`src/rtl/dco_search_ctrl.sv`:
```
`timescale 1ns/1ps
module dco_search_ctrl #(
  parameter int NS  = 12,
  parameter int CW  = 9,
  parameter int CSH = 5,
  parameter int FSH = 2
) (
  input  logic          clk,
  input  logic          rst_n,
  input  logic          meas_valid,
  input  logic [CW-1:0] tdc_err,
  input  logic          tdc_lead,
  input  logic [CW-1:0] tol,
  input  logic          wake,
  output logic [NS-1:0] coarse_sel,
  output logic [NS-1:0] fine_sel,
  output logic [NS-1:0] coarse_en,
  output logic [NS-1:0] fine_en,
  output logic          locked
);
  localparam int PW = $clog2(NS);
  localparam logic [CW:0] TOP = (CW+1)'(NS-1);

  typedef enum logic [1:0] {PH_COARSE, PH_FINE, PH_SLEEP} phase_t;

  phase_t        ph;
  logic [PW-1:0] cpos, fpos;
  logic          hit;

  function automatic logic [PW-1:0] move(input logic [PW-1:0] p, input logic [CW-1:0] s, input logic up);
    logic [CW:0] w;
    logic [CW:0] pw;
    pw = {{(CW+1-PW){1'b0}}, p};
    if (up) begin
      w = pw + {1'b0, s};
      return (w > TOP) ? TOP[PW-1:0] : w[PW-1:0];
    end
    return ({1'b0, s} >= pw) ? '0 : p - s[PW-1:0];
  endfunction

  wire            in_tol = (tdc_err <= tol);
  wire [CW-1:0]   cstep  = tdc_err >> CSH;
  wire [CW-1:0]   fraw   = tdc_err >> FSH;
  wire [CW-1:0]   fstep  = (fraw == '0) ? CW'(1) : fraw;
  wire [PW-1:0]   c_nxt  = move(cpos, cstep, tdc_lead);
  wire [PW-1:0]   f_nxt  = move(fpos, fstep, tdc_lead);

  always_ff @(posedge clk or negedge rst_n) begin
    if (!rst_n) begin
      ph   <= PH_COARSE;
      cpos <= '0;
      fpos <= '0;
      hit  <= 1'b0;
    end else if (wake) begin
      ph  <= PH_COARSE;
      hit <= 1'b0;
    end else if (meas_valid) begin
      case (ph)
        PH_COARSE: begin
          if (cstep == '0 || c_nxt == cpos) ph <= PH_FINE;
          else cpos <= c_nxt;
        end
        PH_FINE: begin
          if (in_tol) begin
            if (hit) ph <= PH_SLEEP;
            hit <= 1'b1;
          end else begin
            hit  <= 1'b0;
            fpos <= f_nxt;
          end
        end
        PH_SLEEP: begin
          if (!in_tol) begin
            ph  <= PH_COARSE;
            hit <= 1'b0;
          end
        end
        default: ph <= PH_COARSE;
      endcase
    end
  end

  assign coarse_sel = NS'(1) << cpos;
  assign fine_sel   = NS'(1) << fpos;
  assign locked     = (ph == PH_SLEEP);
  assign coarse_en  = locked ? ((coarse_sel << 1) - NS'(1)) : '1;
  assign fine_en    = locked ? ((fine_sel << 1) - NS'(1)) : '1;
endmodule


```
`config.mk`:
```
export PLATFORM = sky130hd
export DESIGN_NAME = dco_search_ctrl
export DESIGN_NICKNAME = d
export VERILOG_FILES = /design/src/rtl/dco_search_ctrl.sv
export SDC_FILE = /design/constraint.sdc
export NUM_CORES = 1
export LEC_CHECK = 0
export ABC_AREA = 1
export BUFFER_PORTS_ARGS = -buffer_cell sky130_fd_sc_hd__buf_2
export CAP_MARGIN = 20
export CELL_PAD_IN_SITES_DETAIL_PLACEMENT = 0
export CELL_PAD_IN_SITES_GLOBAL_PLACEMENT = 1
export CORE_UTILIZATION = 25
export DETAILED_ROUTE_END_ITERATION = 8
export PLACE_DENSITY = 0.69
export SYNTH_ARGS = -nofsm -noshare
export SYNTH_HDL_FRONTEND = slang
export SYNTH_SLANG_ARGS = --single-unit
```
`constraint.sdc`:
```
create_clock -name clk -period 3 [get_ports clk]
set_input_delay 0.15 -clock clk [delete_from_list [all_inputs] [get_ports clk]]
set_output_delay 0.15 -clock clk [all_outputs]
set_load 0.1 [all_outputs]
```
Yosys cells after proc, flatten, opt, wreduce, memory -nomap -nowiden
Index checks and enable logic that the tools add are counted.
{"block": "totals", "ff_bits": 11, "word_cells": 61}
{"block": "classes", "n_addsub": 6, "order_cmp": 5, "eq_ne": 7, "n_shift": 2, "mux": 24, "bitwise": 3, "reduce_logical": 10}
{"operator": "4-bit two-way mux", "count": 8}
{"operator": "12-bit two-way mux", "count": 2}
{"operator": "1-bit by 4-bit left shift with 12-bit output (first input constant)", "count": 2}
{"operator": "12-bit by 1-bit subtractor with 12-bit output (second input constant)", "count": 2}
{"operator": "9-bit zero test", "count": 2}
{"operator": "2-bit two-way mux", "count": 6}
{"operator": "3-bit != test (second input constant)", "count": 4}
{"operator": "9-bit less-or-equal comparator", "count": 1}
{"operator": "4-bit by 7-bit adder with 8-bit output", "count": 1}
{"operator": "8-bit by 4-bit greater-than comparator with 1-bit output (second input constant)", "count": 1}
{"operator": "4-bit AND reduction", "count": 2}
{"operator": "4-bit subtractor", "count": 2}
{"operator": "7-bit by 4-bit greater-or-equal comparator with 1-bit output", "count": 1}
{"operator": "7-bit two-way mux", "count": 1}
{"operator": "2-bit one-hot mux with 3 select lines", "count": 1}
{"operator": "4-bit by 4-bit adder with 5-bit output", "count": 1}
{"operator": "5-bit by 4-bit greater-than comparator with 1-bit output (second input constant)", "count": 1}
{"operator": "1-bit two-way mux", "count": 5}
{"operator": "5-bit AND reduction", "count": 1}
{"operator": "4-bit == test", "count": 1}
{"operator": "4-bit greater-or-equal comparator", "count": 1}
{"operator": "1-bit inverter", "count": 3}
{"operator": "3-bit AND reduction", "count": 1}
{"operator": "3-bit nonzero test", "count": 1}
{"operator": "other kinds (6)", "count": 6}

Depth between registers and ports, before layout
Gate-level depths: netlist (run 1).
{"block": "logic_depth", "word_depth": 11, "depth_mapped": 19, "ltp_nobuf": 19}

Worst setup path before layout (run 1)
No wires, ideal clock.
{"block": "synth_timing", "path_kind": "reg2out", "startpoint": "reg cpos[1]", "endpoint": "out coarse_en[7]", "t_arrival_ns": 4.625, "required_ns": 2.850, "slack_ns": -1.775, "stages_incl_launch_ff": 5, "n_path_buf": 0, "cell_sequence": "dfrtp_1 > nand2_1 > nor3_1 > nor2_1 > o211ai_1"}
{"block": "synth_between", "elab_chain_cells": 3}
{"item": "start: declaration", "line_no": "27", "rtl": "logic [PW-1:0] cpos, fpos;"}
{"item": "start signal: assignment", "line_no": "61", "rtl": "else cpos <= c_nxt;"}
{"item": "1-bit by 4-bit left shift with 12-bit output", "line_no": "83", "rtl": "assign coarse_sel = NS'(1) << cpos;"}
{"item": "named net coarse_sel[3]", "line_no": "15", "rtl": "output logic [NS-1:0] coarse_sel,"}
{"item": "12-bit by 1-bit subtractor with 12-bit output", "line_no": "86", "rtl": "assign coarse_en = locked ? ((coarse_sel << 1) - NS'(1)) : '1;"}
{"item": "12-bit two-way mux", "line_no": "86"}
{"item": "end: declaration", "line_no": "17", "rtl": "output logic [NS-1:0] coarse_en,"}
The timed path passes the listed nets, and every way through them passes these cells.

Final worst setup path (run 1)
{"block": "layout_timing", "startpoint": "reg fpos[1]", "endpoint": "out fine_en[11]"}
{"block": "layout_between", "elab_chain_cells": 3}
{"item": "start: declaration", "line_no": "27"}
{"item": "start signal: assignment", "line_no": "69", "rtl": "fpos <= f_nxt;"}
{"item": "1-bit by 4-bit left shift with 12-bit output", "line_no": "84", "rtl": "assign fine_sel = NS'(1) << fpos;"}
{"item": "12-bit by 1-bit subtractor with 12-bit output", "line_no": "87", "rtl": "assign fine_en = locked ? ((fine_sel << 1) - NS'(1)) : '1;"}
{"item": "12-bit two-way mux", "line_no": "87"}
{"item": "end: declaration", "line_no": "18", "rtl": "output logic [NS-1:0] fine_en,"}
Every way passes these cells.

==> results.cfg, run 1 <==
[run_status]
status = finished clean

[logic_synthesis]
avgSynthCellArea_sq_um = 6.167
synth-edff-count = 0
synth_top_cell_area_share_pct = 17.74
ys_warn_count = 0
ys_ff_latch = 11
seq_area_frac_synth_pct = 12.20
synthTopCellsByCount = nand2_1 (72), inv_1 (64), nor2_1 (49)
syn_inst = 366
synth_area_sq_um = 2257
synthArstFlopShare_pct = 100.0
ys.flop_type = dfrtp_1
ys_types = 34
synthTopCellsByArea = ha_1 (18%), dfrtp_1 (12%), nand2_1 (12%)
synth_area_leader_cell = ha_1
synth.most_common_cell = nand2_1

[routing]
avgViaCountPerCell = 4.565
routed_wl_microns = 6353
ant_nets = 0
drc = 0
dr_total_vias = 2488
wl_per_cell_microns = 11.66
drt_iter0_markers = 84
dr.pass1.iters = 4

[clocking]
clkTransAtPathRegs_ps = 60
cts_buffers = 3
clk_latency_ps = 240
ctsResizeCount = 0
clockRootBuffer = clkbuf_8
htree_levels = 1
clock_path_buffers = 2
cts_tree = built
clock-sinks = 11
postCtsSetupRepairBufs = 0

[floorplan]
die_w_microns = 97.02
die_h_microns = 97.02
placeableCoreArea_sq_um = 8721
start_util_pct = 25.88
ioPinCount = 72
die_area_sq_um = 9413
placementRows = 34

[sta]
rsz0062_at_grt = false
period_needed_ps = 2655
min_period_over_period_pct = 88.51
setup_viol = 0
fin_skew_ps = 4.009
max_freq_mhz = 376.6
tightest_slew_ps = 560.7
finalHoldViolCount = 0
slew_headroom_pct = 62.27
holdWs_ps = 241.0
slew_violations = 0

[critical_path]
worst-setup-path-type = flip-flop to output pin
critPathCaptureType = output pin
start_kind = flip-flop
cp.required_ps = 2850
cp.arrival_ps = 2510
crit_fanout = 6

[global_route]
grt_pass1_wl_microns = 11450
grt_max_degree = 15
antenna_found_initial = 0
grt_usage_pct = 14.15
grt_pass1_vias = 2546
overflow = 0

[cells_and_area]
area_delta_synth_final_pct = 30.76
multi_input_area_sq_um = 1839
antenna-diode-count = 0
nNetsFinal = 497
regArea_sq_um = 280.3
drive_above_1_share_pct = 32.27
fillerInstances = 944

[place]
port_buffers = 69
hpwlAfterDp_microns = 5327
gp_congestion = 0.8430

[flow_run]
drv_cap = 0

[worst_hold_path]
hold_path.class = input port to flip-flop
## worst paths after layout
check	slack, ps	endpoint	start	depth (start not counted)
max	340	fine_en[11]	fpos[1]	11
min	240	cpos[1]	meas_valid	3
max reg2reg	590	ph[1]	cpos[0]	18
min reg2reg	500	hit	hit	2
max in group asynchronous	2450	cpos[2]	rst_n	2
min in group asynchronous	320	ph[0]	rst_n	2
## flip-flops by register name, indices dropped and copies added (netlist names)
register	cells
ph	2
hit	1
cpos	4
fpos	4
## stage by stage
step | instance area [sq um] | util (%) | setup TNS [ps] | setup WS, ps | instances
floorplan | 2434 | - | -1727 | -409.7 | 367
finish | 2952 | 33.85 | 0 | 344.8 | 545
global placement | 2895 | 33.20 | 0 | 436.0 | 540
detailed placement | 2895 | 33.20 | 0 | 285.7 | 540
CTS | 2952 | 33.85 | 0 | 337.7 | 545
global route | 2952 | 33.85 | 0 | 102.3 | 545
## critical path, cell delays in order (launching register included)
cell and delay, ps:
dfrtp_1 470, inv_1 260, nor2_1 90, nand2_1 170
nor2_4 40, inv_1 100, nand2_1 60, nor2_1 220
nand3_1 160, nor3_1 140, nand3b_1 120, buf_2 420
## kinds of logic (layout without fill, tap and decap cells)
| kind of cell | Yosys count | after routing | synth area share, % |
|---|---|---|---|
| simple gates | 190 | 190 | 38.91 |
| buf+inv | 75 | 145 | 13.91 |
| compound gates | 50 | 50 | 12.36 |
| fa+ha+maj | 36 | 36 | 21.29 |
| flops | 11 | 11 | 12.19 |
| xor+xnor | 3 | 3 | 1.164 |
| other cells | 1 | 2 | 0.1661 |
## layout make-up
cell class,instances,share of cell area [%]
well taps,108,4.578
flip-flops and latches,11,9.496
clock buffers,3,1.399
multi-input cells,281,62.31
repair buffers,74,13.06
clock inverters,1,0.1696
inverters,67,8.987
## layer usage
| metal | share of wire, % | track usage [%] | vias to the layer above |
|---|---|---|---|
| li1 | - | - | 1306 |
| met1 | 49 | 18.43 | 1132 |
| met2 | 48 | 25.84 | 48 |
| met3 | 2.6 | 0.7225 | 2 |
| met4 | 0.36 | 2.641 | 0 |
| met5 | 0 | 0 | - |
## what timing repair did
action	4_1_cts	5_1_grt
hold buffers	1	0
endpoints found under the hold margin	11	0
setup endpoints to repair	0	0
## cells in the final DEF (no fill, tap or decap), drive strengths merged, types with 8 or more instances in the layout
| cell | netlist | routed |
|---|---|---|
| nor3 | 8 | 8 |
| nand3 | 29 | 29 |
| a21oi | 16 | 16 |
| nor2 | 57 | 57 |
| nand2 | 84 | 84 |
| buf | 4 | 73 |
| o21ai | 25 | 25 |
| ha | 32 | 32 |
| dfrtp | 11 | 11 |
| inv | 66 | 66 |
Power of run 1 is left out: the tool's default activity adds up to more than one toggle a clock period on the data nets, which glitch-free logic cannot reach.
==> run 2: changes to the inputs <==
--- a/config.mk
+++ b/config.mk
@@ -6,7 +6,7 @@
 export NUM_CORES = 1
 export LEC_CHECK = 0
 export ABC_AREA = 1
-export BUFFER_PORTS_ARGS = -buffer_cell sky130_fd_sc_hd__buf_2
+export BUFFER_PORTS_ARGS = -buffer_cell sky130_fd_sc_hd__clkbuf_2
 export CAP_MARGIN = 20
 export CELL_PAD_IN_SITES_DETAIL_PLACEMENT = 0
 export CELL_PAD_IN_SITES_GLOBAL_PLACEMENT = 1
==> run 2 against run 1 <==
  * Critical path depth is the same
  * Routed wire length shrank 1.5%
  * Sequential cell count is the same
  * Global-route usage shrank 0.32 points
  * Core utilization is essentially flat
  * Non-clock buffer count is the same
  * Critical endpoint unchanged
  * Highest routed layer unchanged
==> results.cfg, run 2 (synthesized netlist as in run 1, its figures left out) <==
[floorplan]
placeableCoreArea_sq_um = 8721
die_w_microns = 97.02
start_util_pct = 25.88
die_h_microns = 97.02
die_area_sq_um = 9413
ioPinCount = 72
placementRows = 34

[global_route]
grt_usage_pct = 13.84
grt_pass1_vias = 2535
grt_pass1_wl_microns = 11070
antenna_found_initial = 0
grt_max_degree = 15
overflow = 0

[critical_path]
crit_slowest_cell = dfrtp_1
worstPathBufferInverterCount = 3
crit_fanout = 6
cp.arrival_ps = 2550
start_kind = flip-flop
critPathTopFamily = simple AND/OR/NAND/NOR gates
critPathCaptureType = output pin
path_cells = inv_1, nor2_1, nand2_1, nor2_4, inv_1, nand2_1, nor2_1, nand3_1, nor3_1, nand3b_1, clkbuf_2
worst-setup-path-type = flip-flop to output pin
cp.required_ps = 2850
critPathMaxStageDelay_ps = 470

[sta]
slew_headroom_pct = 62.36
tightest_slew_ps = 559.5
max_freq_mhz = 370.0
fin_skew_ps = 3.824
finalHoldViolCount = 0
period_needed_ps = 2703
setup_viol = 0
setup_slack_ps = 297.1
holdWs_ps = 230.9
slew_violations = 0
rsz0062_at_grt = false
min_period_over_period_pct = 90.10

[cells_and_area]
final_common_cell = clkbuf_2
drive_above_1_share_pct = 32.04
top_regs = cpos x4, fpos x4, ph x2
antenna-diode-count = 0
regArea_sq_um = 280.3
fin_util_pct = 33.83
multi_input_area_sq_um = 1839
final_cell_mix = clkbuf_2 (69), nand2_1 (68), inv_1 (59)
area_delta_synth_final_pct = 30.71
nNetsFinal = 497
fillerInstances = 937

[place]
place_ws_ps = 262.9
hpwlAfterDp_microns = 5339
port_buffers = 69
gp_congestion = 0.8238

[routing]
dr_total_vias = 2451
avgViaCountPerCell = 4.497
wl_per_cell_microns = 11.48
ant_nets = 0
routed_wl_microns = 6255
drc = 0
dr.pass1.iters = 4
drt_iter0_markers = 67

[clocking]
clk_latency_ps = 240
htree_levels = 1
postCtsSetupRepairBufs = 0
clock_path_buffers = 2
clockRootBuffer = clkbuf_8
clock-sinks = 11
cts_tree = built
cts_buffers = 3
clkTransAtPathRegs_ps = 50

[worst_hold_path]
hold_path.class = input port to flip-flop

[run_status]
status = finished clean

[flow_run]
drv_cap = 0
## run 2: cell type report
class	count	share of cell area, %
clock buffers	4	1.527
inverters	67	8.991
multi-input cells	281	62.34
flip-flops and latches	11	9.500
well taps	108	4.580
repair buffers	74	13.06
## run 2: timing repair
action,in CTS,in global routing
gates resized for setup,0,0
hold buffers,1,0
endpoints found under the hold margin,11,0
setup endpoints to repair,0,0
## run 2: metal layers
metal | share of wire, % | vias up | GRT usage, %
met1 | 49 | 1091 | 17.46
met4 | 0.96 | 0 | 3.904
met3 | 2.5 | 5 | 0.9393
met2 | 48 | 44 | 25.14
li1 | - | 1311 | -
met5 | 0 | - | 0
## run 2: path summary, 6_finish.rpt
kind / start / to / slack (ps) / cells after the start
min in group asynchronous: rst_n / cpos[3] / 330 / 2
min: wake / ph[1] / 230 / 4
max reg2reg: cpos[3] / cpos[3] / 630 / 14
max in group asynchronous: rst_n / cpos[1] / 2430 / 2
max: fpos[1] / fine_en[11] / 300 / 11
min reg2reg: hit / hit / 500 / 2
## run 2: worst register-to-register path, stage by stage (launching register included)
cell	delay, ps
dfrtp_1	580
ha_1	500
inv_2	90
a21oi_2	140
nand2_2	100
nor3_2	140
nand2_1	100
nand2_1	80
nand2_1	60
nand2_2	80
nor2_4	40
nand2_4	90
nand3_2	100
nand2_1	90
nand2_1	50
## run 2: through the flow
stage	area (sq um)	TNS, ps	cells
global route	2950	0	545
CTS	2950	0	545
finish	2950	0	545
detailed placement	2895	0	540
floorplan	2434	-1727	367
global placement	2895	0	540
Power of run 2 is left out for the same reason.
